`config.mk`:
```
export PLATFORM = sky130hd
export DESIGN_NAME = irq_status_ctrl
export DESIGN_NICKNAME = d
export VERILOG_FILES = /design/src/rtl/irq_pkg.sv /design/src/rtl/irq_rst_sync.sv /design/src/rtl/irq_addr_dec.sv /design/src/rtl/irq_stat_bank.sv /design/src/rtl/irq_status_ctrl.sv
export SDC_FILE = /design/constraint.sdc
export NUM_CORES = 1
export LEC_CHECK = 0
export BUFFER_PORTS_ARGS = -buffer_cell sky130_fd_sc_hd__buf_2
export CAP_MARGIN = 20
export CORE_MARGIN = 10
export CORE_UTILIZATION = 50
export CTS_CLUSTER_DIAMETER = 150
export DETAILED_ROUTE_END_ITERATION = 16
export PLACE_DENSITY = 0.75
export SLEW_MARGIN = 5
export SYNTH_ARGS = -nofsm -noshare
export SYNTH_HDL_FRONTEND = slang
export SYNTH_HIERARCHICAL = 1
export SYNTH_SLANG_ARGS = --single-unit
```
`constraint.sdc`:
```
create_clock -name clk -period 3 [get_ports clk]
set_clock_uncertainty 0.2 [all_clocks]
set_input_delay 0.45 -clock clk [delete_from_list [all_inputs] [get_ports clk]]
set_output_delay 0.45 -clock clk [all_outputs]
set_load 0.1 [all_outputs]
```
`src/rtl/irq_pkg.sv`:
```
package irq_pkg;
  typedef enum logic [1:0] {
    ACC_NONE = 2'd0,
    ACC_STAT = 2'd1,
    ACC_EN   = 2'd2
  } acc_kind_e;
endpackage

```
`src/rtl/irq_rst_sync.sv`:
```
module irq_rst_sync (
  input  logic clk,
  input  logic arst_n,
  output logic srst_n_o
);
  logic [1:0] sync_q;

  always_ff @(posedge clk or negedge arst_n) begin
    if (!arst_n) sync_q <= 2'b00;
    else         sync_q <= {sync_q[0], 1'b1};
  end

  assign srst_n_o = sync_q[1];
endmodule

```
`src/rtl/irq_addr_dec.sv`:
```
module irq_addr_dec
  import irq_pkg::*;
#(
  parameter int ADDR_W    = 8,
  parameter int NUM_REGS  = 2,
  parameter int STAT_BASE = 3,
  parameter int EN_BASE   = 5,
  localparam int IDX_W    = (NUM_REGS > 1) ? $clog2(NUM_REGS) : 1
) (
  input  logic [ADDR_W-1:0] addr_i,
  output acc_kind_e         kind_o,
  output logic [IDX_W-1:0]  idx_o
);
  always_comb begin
    kind_o = ACC_NONE;
    idx_o  = '0;
    for (int k = 0; k < NUM_REGS; k++) begin
      if (addr_i == ADDR_W'(STAT_BASE + k)) begin
        kind_o = ACC_STAT;
        idx_o  = IDX_W'(k);
      end
      if (addr_i == ADDR_W'(EN_BASE + k)) begin
        kind_o = ACC_EN;
        idx_o  = IDX_W'(k);
      end
    end
  end
endmodule

```
`src/rtl/irq_stat_bank.sv`:
```
module irq_stat_bank #(
  parameter int W = 8
) (
  input  logic         clk,
  input  logic         rst_n,
  input  logic [W-1:0] evt_i,
  input  logic         en_we_i,
  input  logic [W-1:0] en_wdata_i,
  input  logic         rd_clr_i,
  output logic [W-1:0] stat_o,
  output logic [W-1:0] en_o,
  output logic         pend_nx_o
);
  logic [W-1:0] stat_q, stat_d;
  logic [W-1:0] en_q, en_d;

  // next state: clear-on-read first, then new enabled events are merged in
  always_comb begin
    en_d   = en_wdata_i;
    stat_d = (rd_clr_i ? '0 : stat_q) | (evt_i & en_q);
  end

  always_ff @(posedge clk or negedge rst_n) begin
    if (!rst_n) begin
      stat_q <= '0;
      en_q   <= '0;
    end else begin
      stat_q <= stat_d;
      if (en_we_i) en_q <= en_d;
    end
  end

  assign stat_o    = stat_q;
  assign en_o      = en_q;
  assign pend_nx_o = |stat_d;
endmodule

```
`src/rtl/irq_status_ctrl.sv`:
```
module irq_status_ctrl
  import irq_pkg::*;
#(
  parameter int NUM_REGS  = 2,
  parameter int DATA_W    = 8,
  parameter int ADDR_W    = 8,
  parameter int STAT_BASE = 3,
  parameter int EN_BASE   = 5,
  localparam int EVT_W    = NUM_REGS * DATA_W,
  localparam int IDX_W    = (NUM_REGS > 1) ? $clog2(NUM_REGS) : 1
) (
  input  logic              clk,
  input  logic              rst_n,
  input  logic [EVT_W-1:0]  evt_i,
  input  logic [ADDR_W-1:0] bus_addr_i,
  input  logic              bus_rd_i,
  input  logic              bus_wr_i,
  input  logic [DATA_W-1:0] bus_wdata_i,
  output logic [DATA_W-1:0] bus_rdata_o,
  output logic              irq_n_o
);
  logic              srst_n;
  acc_kind_e         kind;
  logic [IDX_W-1:0]  idx;
  logic [DATA_W-1:0] stat_arr [NUM_REGS];
  logic [DATA_W-1:0] en_arr   [NUM_REGS];
  logic [NUM_REGS-1:0] pend_nx;
  logic [NUM_REGS-1:0] clr_sel, we_sel;
  logic [DATA_W-1:0] rdata_d, rdata_q;
  logic              irq_n_d, irq_n_q;

  irq_rst_sync u_rst (
    .clk      (clk),
    .arst_n   (rst_n),
    .srst_n_o (srst_n)
  );

  irq_addr_dec #(
    .ADDR_W    (ADDR_W),
    .NUM_REGS  (NUM_REGS),
    .STAT_BASE (STAT_BASE),
    .EN_BASE   (EN_BASE)
  ) u_dec (
    .addr_i (bus_addr_i),
    .kind_o (kind),
    .idx_o  (idx)
  );

  for (genvar k = 0; k < NUM_REGS; k++) begin : g_bank
    assign clr_sel[k] = bus_rd_i && (kind == ACC_STAT) && (idx == IDX_W'(k));
    assign we_sel[k]  = bus_wr_i && (kind == ACC_EN)   && (idx == IDX_W'(k));

    irq_stat_bank #(.W(DATA_W)) u_bank (
      .clk        (clk),
      .rst_n      (srst_n),
      .evt_i      (evt_i[k*DATA_W +: DATA_W]),
      .en_we_i    (we_sel[k]),
      .en_wdata_i (bus_wdata_i),
      .rd_clr_i   (clr_sel[k]),
      .stat_o     (stat_arr[k]),
      .en_o       (en_arr[k]),
      .pend_nx_o  (pend_nx[k])
    );
  end

  // read mux and request next state
  always_comb begin
    rdata_d = '0;
    for (int k = 0; k < NUM_REGS; k++) begin
      if (idx == IDX_W'(k)) begin
        if (kind == ACC_STAT) rdata_d = stat_arr[k];
        if (kind == ACC_EN)   rdata_d = en_arr[k];
      end
    end
    irq_n_d = ~(|pend_nx);
  end

  always_ff @(posedge clk or negedge srst_n) begin
    if (!srst_n) begin
      rdata_q <= '0;
      irq_n_q <= 1'b1;
    end else begin
      if (bus_rd_i) rdata_q <= rdata_d;
      irq_n_q <= irq_n_d;
    end
  end

  assign bus_rdata_o = rdata_q;
  assign irq_n_o     = irq_n_q;
endmodule

```
== Yosys cells after proc, flatten, opt, wreduce, memory -nomap -nowiden ==
Index checks and enable logic that the tools add are counted.

* Memory bits (read-only): 0
* Input port bits: 36
* Memories: 0
* Bits in writable memories: 0
* Bits in registers: 43
* Output and inout bits: 9
* Word-level logic and storage cells: 40
* Latch bits: 0

* Divide/modulo/power cells: 0
* Eq/ne operators: 6
* $add $sub $neg: 0
* Shifts and indexed selects: 0
* Bitwise operators: 6
* Muxes and demuxes: 14
* Reductions and logical operators: 7
* Order comparisons: 0
* Multipliers: 0

{| class="wikitable"
|+ Operators with widths
! operator !! count
|-
| 2-to-1 mux 8 bit || 8
|-
| == test 8 x 3 -> 1 bit, second input constant || 3
|-
| bitwise AND 8 bit || 2
|-
| bitwise OR 8 bit || 2
|-
| OR reduction 16 bit || 1
|-
| == test 8 x 2 -> 1 bit, second input constant || 1
|-
| logical AND 1 bit || 6
|-
| 2-to-1 mux 2 bit || 3
|-
| 2-to-1 mux 1 bit || 3
|-
| == test 2 x 1 -> 1 bit, second input constant || 1
|-
| == test 2 bit, second input constant || 1
|-
| NOT 1 bit || 2
|}

== Longest topological paths before layout ==
Gate-level depths: netlist of run 1.

* Depth after elaboration: 12
* Gate-level depth with buffers: 10
* Mapped depth without buffers: 8

== Cells and area by module ==
The synthesis of run 1 kept the hierarchy.

{| class="wikitable"
|+ By module, submodules not included
! module !! area each (µm²) !! instances !! cells an instance !! seq. area each (µm²)
|-
| irq_stat_bank || 655.6 || 2 || 55 || 400.4
|-
| irq_status_ctrl || 596.8 || 1 || 52 || 226.5
|-
| irq_addr_dec || 73.8 || 1 || 7 || 0.0
|-
| irq_rst_sync || 53.8 || 1 || 3 || 50.0
|}

== Least setup slack after synthesis of run 1 ==
Ideal clock, no wire load.

* Kind: input to register
* From: input port bus_addr_i[5]
* To: register irq_n_q (netlist: irq_n_o)
* Stages: 9
* Library setup time: 0.068 ns
* Data arrival time: 2.660 ns
* Path buffers: 1
* Path slack: 0.072 ns
* Data required time: 2.732 ns
* Cells stage by stage: or4_4 > a211oi_1 > nand3b_4 > nor2_1 > buf_6 > or2b_2 > o2111ai_1 > or4_1 > nor2_1

* Longest elaborated chain between the ends: 12
* Elaborated cells between the ends (all ways): 21
* Classes of those cells: 5 x eq/ne; 8 x mux; 4 x bitwise; 4 x reduce/logical

{| class="wikitable"
|+ Ends and longest elaborated chain
! what !! RTL line !! text
|-
| from (decl) || irq_status_ctrl.sv:15 || <nowiki>input logic [ADDR_W-1:0] bus_addr_i,</nowiki>
|-
| == test 8 x 2 -> 1 bit || irq_addr_dec.sv:18 || <nowiki>if (addr_i == ADDR_W'(STAT_BASE + k)) begin</nowiki>
|-
| 2-to-1 mux 1 bit || irq_addr_dec.sv:18 ||
|-
| 2-to-1 mux 2 bit || irq_addr_dec.sv:22 || <nowiki>if (addr_i == ADDR_W'(EN_BASE + k)) begin</nowiki>
|-
| 2-to-1 mux 2 bit || irq_addr_dec.sv:18 ||
|-
| 2-to-1 mux 2 bit * || irq_addr_dec.sv:22 ||
|-
| via kind[0] || irq_status_ctrl.sv:23 || <nowiki>acc_kind_e kind;</nowiki>
|-
| == test 2 x 1 -> 1 bit * || irq_status_ctrl.sv:50 || <nowiki>assign clr_sel[k] = bus_rd_i && (kind == ACC_STAT) && (idx == IDX_W'(k));</nowiki>
|-
| logical AND 1 bit * (2 in series) || irq_status_ctrl.sv:50 ||
|-
| via clr_sel[1] || irq_status_ctrl.sv:28 || <nowiki>logic [NUM_REGS-1:0] clr_sel, we_sel;</nowiki>
|-
| 2-to-1 mux 8 bit * || irq_stat_bank.sv:20 || <nowiki>stat_d = (rd_clr_i ? '0 : stat_q) | (evt_i & en_q);</nowiki>
|-
| bitwise OR 8 bit * || irq_stat_bank.sv:20 ||
|-
| OR reduction 16 bit * || irq_status_ctrl.sv:75 || <nowiki>irq_n_d = ~(|pend_nx);</nowiki>
|-
| NOT 1 bit * || irq_status_ctrl.sv:75 ||
|-
| via irq_n_d || irq_status_ctrl.sv:30 || <nowiki>logic irq_n_d, irq_n_q;</nowiki>
|-
| to (signal assigned) || irq_status_ctrl.sv:84 || <nowiki>irq_n_q <= irq_n_d;</nowiki>
|-
| to (decl) || irq_status_ctrl.sv:30 ||
|}

The timed path passes the listed nets; every way through them passes the cells marked *.
A chain may end at the register's enable or synchronous reset.

== Worst setup path after layout of run 1 ==
Ends and elaborated chain as after synthesis.

==> results of run 1 <==
-- cell type report --
cell class | count | area share
multi-input combinational | 113 | 0.349
tap | 50 | 0.0246
sequential | 43 | 0.424
inverter | 9 | 0.0133
timing repair buffer | 59 | 0.137
clock inverter | 2 | 0.0236
clock buffer | 6 | 0.0286
-- per-layer routing --
metal  GRT usage  routed length (um)  up-vias
met2       0.229                2440       42
met1       0.167                2100      753
met5           0                   0        -
met3      0.0459                 272        2
met4      0.0304                  22        0
li1            -                   -      729
-- sequential cells by signal, summed over array words and instances, names as in the netlist --
name	flops
u_rst/sync_q	2
bus_rdata_o	8
irq_n_o	1
g_bank.u_bank/stat_o	16
g_bank.u_bank/en_o	16
-- per-stage QoR --
stage	setup TNS, ns	hold slack, ns	total power, W	area, um^2	setup WS [ns]
after floorplan	0	-0.0456	0.000745	2040	0.0724
after global placement	-0.0556	0.0352	0.000798	2400	-0.0556
after detailed placement	-0.0220	0.0352	0.000805	2400	-0.0220
after CTS	0	0.156	0.00133	2540	0.258
after global routing	0	0.183	0.00137	2540	0.108
final	0	0.130	0.00132	2540	0.255
-- where the power goes --
group / leakage (nW) / internal, W / switching (W)
registers: 0.537 / 0.000623 / 0.0000302
clock network: 0.0654 / 0.000333 / 0.000190
logic: 0.628 / 0.0000683 / 0.0000728
total: 1.23 / 0.00102 / 0.000293
-- logic make-up after synthesis --
kind of cell	share of synthesized area
buf+inv	0.0430
other cells	0.00184
mux	0.167
compound gates	0.0922
flops	0.529
simple gates	0.162
xor+xnor	0.00430
-- Yosys cell counts, drive strengths merged (2+ instances only) --
cell,count,area (um^2)
mux2,16,180
clkbuf,2,7.51
mux2i,16,160
buf,5,46.3
or4,3,26.3
dfrtp,42,1050
nor2,3,11.3
nand2b,14,87.6
inv,9,33.8
or2b,2,17.5
nand3b,3,38.8
o221ai,8,70.1
o2111ai,8,70.1
o21ai,8,40.0
nor4b,2,30.0
nand2,24,90.1
-- final timing paths --
kind / slack [ns] / end
min in group clk: 0.16 / u_rst/sync_q[1]
setup / recovery: 0.26 / irq_n_o
max in group asynchronous: 1.81 / irq_n_o
hold / removal: 0.13 / g_bank[0].u_bank/stat_o[6]
hold reg to reg: 0.13 / g_bank[0].u_bank/stat_o[6]
setup reg to reg: 1.45 / irq_n_o
-- timing repair --
item,CTS,global route
hold endpoints to repair,2,0
setup buffers,0,0
hold buffers,1,0
-- critical path: cells and delay by family --
family | cells | cell delay, ns
AND/OR/NAND/NOR | 6 | 1.56
buffers and inverters | 3 | 0.47
AO/OA/AOI/OAI | 2 | 0.30
==> metrics.log, run 1 <==
[metrics] status: complete, no violations
[metrics] CTS Buffer Depth: 2
[metrics] worst endpoint data arrival time: 2.78 ns
[metrics] most used flip-flop cell after synthesis: sky130_fd_sc_hd__dfrtp_1
[metrics] maximum clock frequency: 0.364 GHz
[metrics] total CTS buffers: 5
[metrics] number of warnings reported in the yosys synthesis log: 6
[metrics] number of flops mapped to enable cells by yosys: 0
[metrics] area of the multi-input gates: 886 um^2
[metrics] Tightest Hold Check Type: reg -> async
[metrics] vias after detailed routing: 1,526
[metrics] Reg-to-Reg Start: g_bank[1].u_bank/en_o[0]
[metrics] count of nets after finishing: 267
[metrics] count of standard-cell rows: 23
[metrics] count of input and output buffers: 44
[metrics] critical path cell sequence: buf_2, or4_4, a211oi_1, buf_4, nand3b_4, nor2_1, buf_4, nand2b_1, o2111ai_1, or4_1, nor2_1
[metrics] Rel. slew slack: 0.475
[metrics] number of top-level design ports: 45
[metrics] Congestion Overflow GR: 0
[metrics] Async S/R FF share, synth: 1.00
[metrics] number of nets with antenna violations after routing: 0
[metrics] area growth from synthesis to layout: 24.8%
[metrics] CTS tree: built
[metrics] CTS H-Tree Depth: 2
[metrics] wire length of the first global-routing pass: 8.00 mm
[metrics] buffer cell driving the clock tree root: sky130_fd_sc_hd__clkbuf_8
[metrics] routed len/inst: 17.2 um
[metrics] Finished Layout Cells: 282
[metrics] initial antenna violation count: 0
[metrics] Post-Synthesis Cell Area: 0.00204 mm^2
[metrics] Iter 0 DRT Violations: 75
[metrics] top library cells by usage in the layout, fill and taps aside: sky130_fd_sc_hd__buf_2 (44), sky130_fd_sc_hd__dfrtp_1 (42), sky130_fd_sc_hd__nand2_1 (24)
[metrics] number of search-and-repair iterations in the first detailed-routing pass: 6
[metrics] power density relative to cell area: 518 mW/mm^2
[metrics] Period minus WS final: 2.74 ns
[metrics] Slowest cell on crit path: sky130_fd_sc_hd__or4_4
[metrics] synthesized flop and latch total: 43
[metrics] y dimension of the die: 83.8 um
[metrics] number of instances in the placed design: 273
[metrics] final hold vios: 0
[metrics] Core Region: 0.00397 mm^2
[metrics] post-layout utilization of the core: 0.640
[metrics] peak supply drop: 0.000367 V
[metrics] Sequential Area: 0.00108 mm^2
[metrics] overall fraction of global-route tracks in use: 0.137
[metrics] CP startpoint kind: primary input
[metrics] unrepaired setup endpoints after global routing: false
[metrics] maximum number of pins on one net before global-route repair: 25
[metrics] clock latency on the worst-skew pair: 0.28 ns
[metrics] Critical Path End Type: flop
[metrics] number of vias per cell: 5.41
[metrics] number of cells on the worst reg-to-reg path: 4
[metrics] floorplan die area: 0.00702 mm^2
[metrics] max-slew violation count: 0
[metrics] count of different cell masters after synthesis: 28
[metrics] required time of the critical path: 3.03 ns
[metrics] initial core utilization: 0.513
[metrics] post-synthesis area per instance: 11.8 um^2
[metrics] final RePlAce weighted congestion: 0.819
[metrics] leakage power total: 1.23 nW
[metrics] number of max-cap violations: 0
[metrics] final-report setup violation count: 0
[metrics] slowest stage delay, CP: 0.53 ns
[metrics] proportion of layout cells with a drive suffix above 1: 0.392
[metrics] start-to-end type of the worst setup path: in -> reg
[metrics] startpoint of the worst setup timing path: bus_addr_i[5]
[metrics] DP Wirelength: 3.57 mm
[metrics] syn nets: 208
[metrics] maximum fanout encountered on the critical timing path: 9
[metrics] Final Cycle Share: 0.915
[metrics] proportion of synthesized chip area in sequential cells: 0.529
[metrics] Fillers: 328
[metrics] Worst-path clk slew: 0.09 ns
[metrics] number of clock sinks: 43
[metrics] vias in the first global route: 1,653
[metrics] total wire length after detailed routing: 4.84 mm
[metrics] most common cell after layout, fill and taps aside: sky130_fd_sc_hd__buf_2
[metrics] diode insertion count for antenna repair: 0
[metrics] DRC viols: 0
[metrics] Worst Tran Pin Value: 0.787 ns
[metrics] width of the die: 83.8 um
[metrics] number of instances in the synthesized netlist: 172
[metrics] Post-CTS Resized: 0
(Power assumes the default switching activity.)
==> run 2, diff against run 1 <==
--- a/config.mk
+++ b/config.mk
@@ -11,9 +11,9 @@
 export CORE_UTILIZATION = 50
 export CTS_CLUSTER_DIAMETER = 150
 export DETAILED_ROUTE_END_ITERATION = 16
-export PLACE_DENSITY = 0.75
+export MAX_ROUTING_LAYER = met4
+export PLACE_DENSITY = 0.76
 export SLEW_MARGIN = 5
 export SYNTH_ARGS = -nofsm -noshare
 export SYNTH_HDL_FRONTEND = slang
-export SYNTH_HIERARCHICAL = 1
 export SYNTH_SLANG_ARGS = --single-unit
==> run 2 against run 1 <==
Effect of this change: register-to-register slack got worse by 0.56 ns; first-iteration DRC count grew 61%; maximum frequency grew 22%; total power rose by 3.5%; synthesized cell count fell by 10%; clock power down 32%; sequential share of layout area up 3.0 points; highest routed layer unchanged; via count rose by 2.7%; combinational power grew 70%.
==> metrics.log, run 2 <==
[metrics] status: complete, no violations
[metrics] count of input and output buffers: 44
[metrics] width of the die: 82.8 um
[metrics] Rel. slew slack: 0.536
[metrics] peak supply drop: 0.000338 V
[metrics] Congestion Overflow GR: 0
[metrics] most frequently used cell type in the post-synthesis netlist: sky130_fd_sc_hd__dfrtp_1
[metrics] Critical Path End Type: flop
[metrics] initial core utilization: 0.527
[metrics] Fillers: 316
[metrics] top library cells by usage in the layout, fill and taps aside: sky130_fd_sc_hd__buf_2 (44), sky130_fd_sc_hd__dfrtp_1 (42), sky130_fd_sc_hd__a22o_1 (25)
[metrics] number of instances in the synthesized netlist: 154
[metrics] most common cell after layout, fill and taps aside: sky130_fd_sc_hd__buf_2
[metrics] count of nets after finishing: 242
[metrics] routed len/inst: 20.6 um
[metrics] leakage power total: 1.14 nW
[metrics] Slowest cell on crit path: sky130_fd_sc_hd__nor4b_4
[metrics] maximum clock frequency: 0.445 GHz
[metrics] post-layout utilization of the core: 0.633
[metrics] overall fraction of global-route tracks in use: 0.156
[metrics] vias in the first global route: 1,735
[metrics] number of top-level design ports: 45
[metrics] proportion of layout cells with a drive suffix above 1: 0.415
[metrics] number of clock sinks: 43
[metrics] number of instances in the placed design: 246
[metrics] y dimension of the die: 82.8 um
[metrics] unrepaired setup endpoints after global routing: false
[metrics] area growth from synthesis to layout: 20.1%
[metrics] total CTS buffers: 5
[metrics] DP Wirelength: 3.96 mm
[metrics] Worst-path clk slew: 0.08 ns
[metrics] Iter 0 DRT Violations: 121
[metrics] Worst Tran Pin Value: 0.679 ns
[metrics] CP startpoint kind: primary input
[metrics] final-report setup violation count: 0
[metrics] most used flip-flop cell after synthesis: sky130_fd_sc_hd__dfrtp_1
[metrics] hold slack final: 0.104 ns
[metrics] CTS Buffer Depth: 2
[metrics] slowest stage delay, CP: 0.58 ns
[metrics] post-synthesis area per instance: 12.8 um^2
[metrics] Post-Synthesis Cell Area: 0.00197 mm^2
[metrics] Synth top area share: 0.533
[metrics] total wire length after detailed routing: 5.26 mm
[metrics] power density relative to cell area: 575 mW/mm^2
[metrics] max-slew violation count: 0
[metrics] CTS H-Tree Depth: 2
[metrics] total negative slack for setup checks: 0 ns
[metrics] DRC viols: 0
[metrics] vias after detailed routing: 1,567
[metrics] worst endpoint data arrival time: 2.23 ns
[metrics] Post-CTS Resized: 0
[metrics] most numerous cell types in the synthesized netlist: sky130_fd_sc_hd__dfrtp_1 (42), sky130_fd_sc_hd__a22o_1 (25), sky130_fd_sc_hd__mux2_2 (23)
[metrics] synthesized flop and latch total: 43
[metrics] number of search-and-repair iterations in the first detailed-routing pass: 4
[metrics] sum of buffers and inverters on the critical path: 1
[metrics] buffer cell driving the clock tree root: sky130_fd_sc_hd__clkbuf_8
[metrics] CTS tree: built
[metrics] critical path cell sequence: buf_2, nor2_2, or4b_4, nor4b_4, mux2_2
[metrics] maximum fanout encountered on the critical timing path: 8
[metrics] Core Region: 0.00374 mm^2
[metrics] Period minus WS final: 2.25 ns
[metrics] count of different cell masters after synthesis: 29
[metrics] clock latency on the worst-skew pair: 0.30 ns
[metrics] floorplan die area: 0.00686 mm^2
[metrics] maximum number of pins on one net before global-route repair: 42
[metrics] Yosys top cell by area: sky130_fd_sc_hd__dfrtp_1
[metrics] count of standard-cell rows: 22
[metrics] number of flops mapped to enable cells by yosys: 0
[metrics] Tightest Hold Check Type: reg -> async
[metrics] syn nets: 190
[metrics] proportion of synthesized chip area in sequential cells: 0.546
[metrics] diode insertion count for antenna repair: 0
[metrics] number of nets with antenna violations after routing: 0
[metrics] Finished Layout Cells: 255
[metrics] gate family responsible for the most delay along the worst path: simple AND/OR/NAND/NOR gates
[metrics] final hold vios: 0
[metrics] Final Cycle Share: 0.750
[metrics] number of warnings reported in the yosys synthesis log: 0
[metrics] leading cell types by total area after synthesis: sky130_fd_sc_hd__dfrtp_1 (53%), sky130_fd_sc_hd__mux2_2 (13%), sky130_fd_sc_hd__a22o_1 (11%)
[metrics] required time of the critical path: 2.99 ns
[metrics] number of vias per cell: 6.15
[metrics] number of max-cap violations: 0
[metrics] initial antenna violation count: 0
[metrics] final RePlAce weighted congestion: 0.949
[metrics] start-to-end type of the worst setup path: in -> reg
[metrics] wire length of the first global-routing pass: 8.63 mm
[metrics] Async S/R FF share, synth: 1.00
run 2: cell count changes after synthesis, moves of 8 or more:
cell                        previous run  this run
sky130_fd_sc_hd__nand2b_1             14         0
sky130_fd_sc_hd__o2111ai_1             8         0
sky130_fd_sc_hd__o221ai_1              8         0
sky130_fd_sc_hd__a22oi_1               0        11
sky130_fd_sc_hd__nand2_1              24         3
sky130_fd_sc_hd__a22o_1                0        25
sky130_fd_sc_hd__mux2i_1              16         1
run 2: kinds of logic after synthesis:
family                 Yosys count  synth area share
and+or+nand+nor                 20            0.0799
muxes                           24             0.136
DFF                             43             0.546
other                            1           0.00190
buffers and inverters           15            0.0292
AOI/OAI and AO/OA               51             0.207
run 2: report_power, final:
| group | switching (W) | total [W] | internal [W] |
|---|---|---|---|
| clock network | 0.000193 | 0.000355 | 0.000163 |
| logic | 0.000104 | 0.000239 | 0.000135 |
| registers | 0.0000969 | 0.000769 | 0.000672 |
run 2: path summary, 6_finish.rpt:
check	endpoint	startpoint	cells past startpoint	slack, ns
max	g_bank[0].u_bank.en_o[1]	bus_addr_i[7]	5	0.75
min reg2reg	g_bank[1].u_bank.stat_o[3]	u_rst.sync_q[1]	1	0.10
max reg2reg	irq_n_o	g_bank[1].u_bank.en_o[2]	4	0.89
min in group clk	u_rst.sync_q[1]	u_rst.sync_q[0]	0	0.16
max in group asynchronous	irq_n_o	u_rst.sync_q[1]	1	2.12
min	g_bank[1].u_bank.stat_o[3]	u_rst.sync_q[1]	1	0.10
run 2: routing by layer:
layer	global-route usage	share of wire
met2	0.253	0.48
met1	0.180	0.42
met3	0.0469	0.084
met5	-	0
met4	0.0508	0.013
run 2: area by class of cell:
| cell class | instances | area [um^2] | share of cell area |
|---|---|---|---|
| sequential | 43 | 1080 | 0.455 |
| multi-input combinational | 96 | 838 | 0.354 |
| timing repair buffer | 51 | 275 | 0.116 |
| clock buffer | 6 | 72.6 | 0.0306 |
| tap | 48 | 60.1 | 0.0253 |
| inverter | 9 | 33.8 | 0.0143 |
| clock inverter | 2 | 12.5 | 0.00528 |
run 2: worst register-to-register path: stages (launching register included):
cell and delay, ns:
sky130_fd_sc_hd__dfrtp_1 0.42, sky130_fd_sc_hd__a22o_1 0.23, sky130_fd_sc_hd__a221oi_1 0.32, sky130_fd_sc_hd__nand3_1 0.12, sky130_fd_sc_hd__a2111oi_0 0.65
run 2: per-stage QoR:
stage	power, W	setup WS (ns)	cell area (um^2)
2_1_floorplan	0.000907	0.737	1970
3_3_place_gp	0.000995	0.495	2270
3_5_place_dp	0.00101	0.446	2270
4_1_cts	0.00136	0.751	2370
5_1_grt	0.00143	0.676	2370
6_report	0.00136	0.751	2370
run 2: repair_timing:
item / 4_1_cts / 5_1_grt
hold buffers: 1 / 0
setup buffers: 0 / 0
hold endpoints to repair: 2 / 0
==> run 3, diff against run 2 <==
--- a/config.mk
+++ b/config.mk
@@ -5,6 +5,7 @@
 export SDC_FILE = /design/constraint.sdc
 export NUM_CORES = 1
 export LEC_CHECK = 0
+export ABC_AREA = 1
 export BUFFER_PORTS_ARGS = -buffer_cell sky130_fd_sc_hd__buf_2
 export CAP_MARGIN = 20
 export CORE_MARGIN = 10
@@ -12,7 +13,7 @@
 export CTS_CLUSTER_DIAMETER = 150
 export DETAILED_ROUTE_END_ITERATION = 16
 export MAX_ROUTING_LAYER = met4
-export PLACE_DENSITY = 0.76
+export PLACE_DENSITY = 0.75
 export SLEW_MARGIN = 5
 export SYNTH_ARGS = -nofsm -noshare
 export SYNTH_HDL_FRONTEND = slang
==> constraint.sdc (replaced) <==
create_clock -name clk -period 2.1 [get_ports clk]
set_clock_uncertainty 0.2 [all_clocks]
set_input_delay 0.315 -clock clk [delete_from_list [all_inputs] [get_ports clk]]
set_output_delay 0.315 -clock clk [all_outputs]
set_load 0.1 [all_outputs]
==> run 3 against run 2 <==
Effect of this change: first-iteration DRC count fell by 7.4%; flip-flop and latch count did not move; die area rose by 8.1%; via count rose by 14%; cell count rose by 40%; clock power rose by 63%; largest power group unchanged; worst hold slack got worse by 0.0089 ns; combinational power rose by 2%; global-route usage fell by 0.90 points; utilization fell by 0.52 points; register-to-register slack got worse by 0.11 ns; total power rose by 31%.
==> metrics.log, run 3 <==
[metrics] status: complete, no violations
[metrics] critical path cell sequence: buf_2
[metrics] number of max-cap violations: 0
[metrics] overall fraction of global-route tracks in use: 0.147
[metrics] Yosys top cell by area: sky130_fd_sc_hd__dfrtp_1
[metrics] synthesized flop and latch total: 43
[metrics] CTS H-Tree Depth: 2
[metrics] total setup buffers inserted after CTS: 0
[metrics] CP startpoint kind: flop
[metrics] CTS Buffer Depth: 2
[metrics] y dimension of the die: 86.1 um
[metrics] Worst Tran Pin Value: 0.514 ns
[metrics] count of standard-cell rows: 23
[metrics] proportion of synthesized chip area in sequential cells: 0.493
[metrics] post-synthesis area per instance: 8.54 um^2
[metrics] top library cells by usage in the layout, fill and taps aside: sky130_fd_sc_hd__nand2_1 (92), sky130_fd_sc_hd__buf_2 (44), sky130_fd_sc_hd__dfrtp_1 (42)
[metrics] count of input and output buffers: 44
[metrics] diode insertion count for antenna repair: 0
[metrics] final RePlAce weighted congestion: 0.846
[metrics] peak supply drop: 0.000497 V
[metrics] most used flip-flop cell after synthesis: sky130_fd_sc_hd__dfrtp_1
[metrics] DP Wirelength: 3.97 mm
[metrics] Congestion Overflow GR: 0
[metrics] DRC viols: 0
[metrics] buffer cell driving the clock tree root: sky130_fd_sc_hd__clkbuf_8
[metrics] leakage power total: 1.44 nW
[metrics] Finished Layout Cells: 357
[metrics] leading cell types by total area after synthesis: sky130_fd_sc_hd__dfrtp_1 (48%), sky130_fd_sc_hd__nand2_1 (16%), sky130_fd_sc_hd__nand3_1 (5.5%)
[metrics] capturing instance or port of the critical path: irq_n_o
[metrics] placed cell area: 0.00247 mm^2
[metrics] Async S/R FF share, synth: 1.00
[metrics] number of flops mapped to enable cells by yosys: 0
[metrics] syn nets: 292
[metrics] Synth top area share: 0.481
[metrics] Worst-path clk slew: 0.08 ns
[metrics] final-report setup violation count: 0
[metrics] area growth from synthesis to layout: 18.2%
[metrics] most numerous cell types in the synthesized netlist: sky130_fd_sc_hd__nand2_1 (92), sky130_fd_sc_hd__dfrtp_1 (42), sky130_fd_sc_hd__inv_1 (32)
[metrics] Slowest cell on crit path: sky130_fd_sc_hd__dfstp_2
[metrics] area of all placed cells without fillers: 0.00258 mm^2
[metrics] number of top-level design ports: 45
[metrics] width of the die: 86.1 um
[metrics] Final Cycle Share: 0.839
[metrics] maximum clock frequency: 0.568 GHz
[metrics] max-slew violation count: 0
[metrics] number of instances in the synthesized netlist: 256
[metrics] slack of the worst reg-to-reg path: 0.78 ns
[metrics] number of clock sinks: 43
[metrics] Post-Synthesis Cell Area: 0.00219 mm^2
[metrics] maximum number of pins on one net before global-route repair: 42
[metrics] CTS tree: built
[metrics] startpoint of the worst setup timing path: irq_n_o
[metrics] required time of the critical path: 1.58 ns
[metrics] number of nets with antenna violations after routing: 0
[metrics] post-route setup slack: 0.338 ns
[metrics] Reg-to-Reg End: irq_n_o
[metrics] power density relative to cell area: 691 mW/mm^2
[metrics] Rel. slew slack: 0.658
[metrics] gate family responsible for the most delay along the worst path: flip-flops
[metrics] Fillers: 388
[metrics] number of instances in the placed design: 348
[metrics] Tightest Hold Check Type: in -> reg
[metrics] wire length of the first global-routing pass: 8.49 mm
[metrics] floorplan die area: 0.00742 mm^2
[metrics] worst endpoint data arrival time: 1.25 ns
[metrics] number of vias per cell: 4.98
[metrics] total CTS buffers: 5
[metrics] count of nets after finishing: 342
[metrics] final hold vios: 0
[metrics] total wire length after detailed routing: 5.08 mm
[metrics] initial core utilization: 0.531
[metrics] initial antenna violation count: 0
[metrics] Iter 0 DRT Violations: 112
[metrics] Critical Path End Type: primary output
[metrics] maximum fanout encountered on the critical timing path: 1
[metrics] sum of buffers and inverters on the critical path: 1
[metrics] number of cells on the worst reg-to-reg path: 6
[metrics] most common cell after layout, fill and taps aside: sky130_fd_sc_hd__nand2_1
[metrics] vias after detailed routing: 1,779
[metrics] total power draw: 0.00179 W
[metrics] most frequently used cell type in the post-synthesis netlist: sky130_fd_sc_hd__nand2_1
[metrics] area of the multi-input gates: 927 um^2
[metrics] Reg-to-Reg Start: g_bank[1].u_bank.en_o[1]
[metrics] clock latency on the worst-skew pair: 0.29 ns
[metrics] Period minus WS final: 1.76 ns
[metrics] count of different cell masters after synthesis: 24
[metrics] unrepaired setup endpoints after global routing: false
[metrics] Critical Path Stages: 1
[metrics] start-to-end type of the worst setup path: reg -> out
[metrics] routed len/inst: 14.2 um
[metrics] Sequential Area: 0.00108 mm^2
[metrics] total negative slack for setup checks: 0 ns
[metrics] number of warnings reported in the yosys synthesis log: 0
[metrics] number of search-and-repair iterations in the first detailed-routing pass: 4
[metrics] Core Region: 0.00412 mm^2
[metrics] proportion of layout cells with a drive suffix above 1: 0.270
[metrics] worst slack at placement: 0.156 ns
[metrics] slowest stage delay, CP: 0.53 ns
[metrics] vias in the first global route: 1,798
[run 3: cell count changes after synthesis, moves of 7 or more]
cell | before | now
sky130_fd_sc_hd__nand3_1 | 2 | 24
sky130_fd_sc_hd__nor2_1 | 0 | 7
sky130_fd_sc_hd__o22ai_1 | 7 | 0
sky130_fd_sc_hd__nand2_1 | 3 | 92
sky130_fd_sc_hd__a21boi_1 | 0 | 9
sky130_fd_sc_hd__a22oi_1 | 11 | 0
sky130_fd_sc_hd__mux2_2 | 23 | 0
sky130_fd_sc_hd__inv_1 | 9 | 32
sky130_fd_sc_hd__a22o_1 | 25 | 0
sky130_fd_sc_hd__o21ai_2 | 0 | 8
sky130_fd_sc_hd__o21ai_1 | 0 | 8
[run 3: report_power, final]
group,total [W],switching (W),internal [W]
combinational,0.000243,0.000153,0.0000904
clock,0.000579,0.000280,0.000299
sequential,0.000964,0.0000511,0.000913
[run 3: worst min-delay path by stage]
stage | end | slack, ns | startpoint | cells after the start
after floorplan | u_rst.sync_q[0] | -0.18 | rst_n | 0
after global placement | u_rst.sync_q[0] | -0.1 | rst_n | 1
after detailed placement | u_rst.sync_q[1] | -0.1 | rst_n | 1
after CTS | g_bank[0].u_bank.en_o[3] | 0.09 | bus_wdata_i[3] | 3
after global routing | g_bank[0].u_bank.en_o[2] | 0.09 | bus_wdata_i[2] | 3
final | g_bank[0].u_bank.en_o[2] | 0.09 | bus_wdata_i[2] | 3
[run 3: what timing repair did]
| item | CTS | global route |
|---|---|---|
| resized for setup | 0 | 0 |
| hold buffers | 1 | 0 |
| hold endpoints to repair | 2 | 0 |
[run 3: final cells by class]
type,instances,share of cell area
Sequential cell,43,0.417
Multi-Input combinational cell,172,0.359
Timing Repair Buffer,48,0.108
Inverter,36,0.0523
Clock buffer,7,0.0373
Tap cell,50,0.0242
Clock inverter,1,0.00291
[run 3: cell families after synthesis]
group                  share of synthesized area
flip-flops                                 0.493
buffers and inverters                     0.0830
other                                    0.00172
AND/OR/NAND/NOR                            0.318
AO/OA/AOI/OAI                              0.104
[run 3: per-stage QoR]
stage / utilization / hold WS, ns
2_1_floorplan: - / -0.181
3_3_place_gp: 0.600 / -0.0994
3_5_place_dp: 0.600 / -0.0984
4_1_cts: 0.628 / 0.0867
5_1_grt: 0.628 / 0.0948
6_report: 0.628 / 0.0946
[run 3: routing by layer]
metal | track usage | vias up | share of wire
met1 | 0.175 | 803 | 0.45
met4 | 0.0614 | 0 | 0.022
met3 | 0.0454 | 13 | 0.066
li1 | - | 900 | -
met2 | 0.226 | 63 | 0.46
met5 | - | - | 0
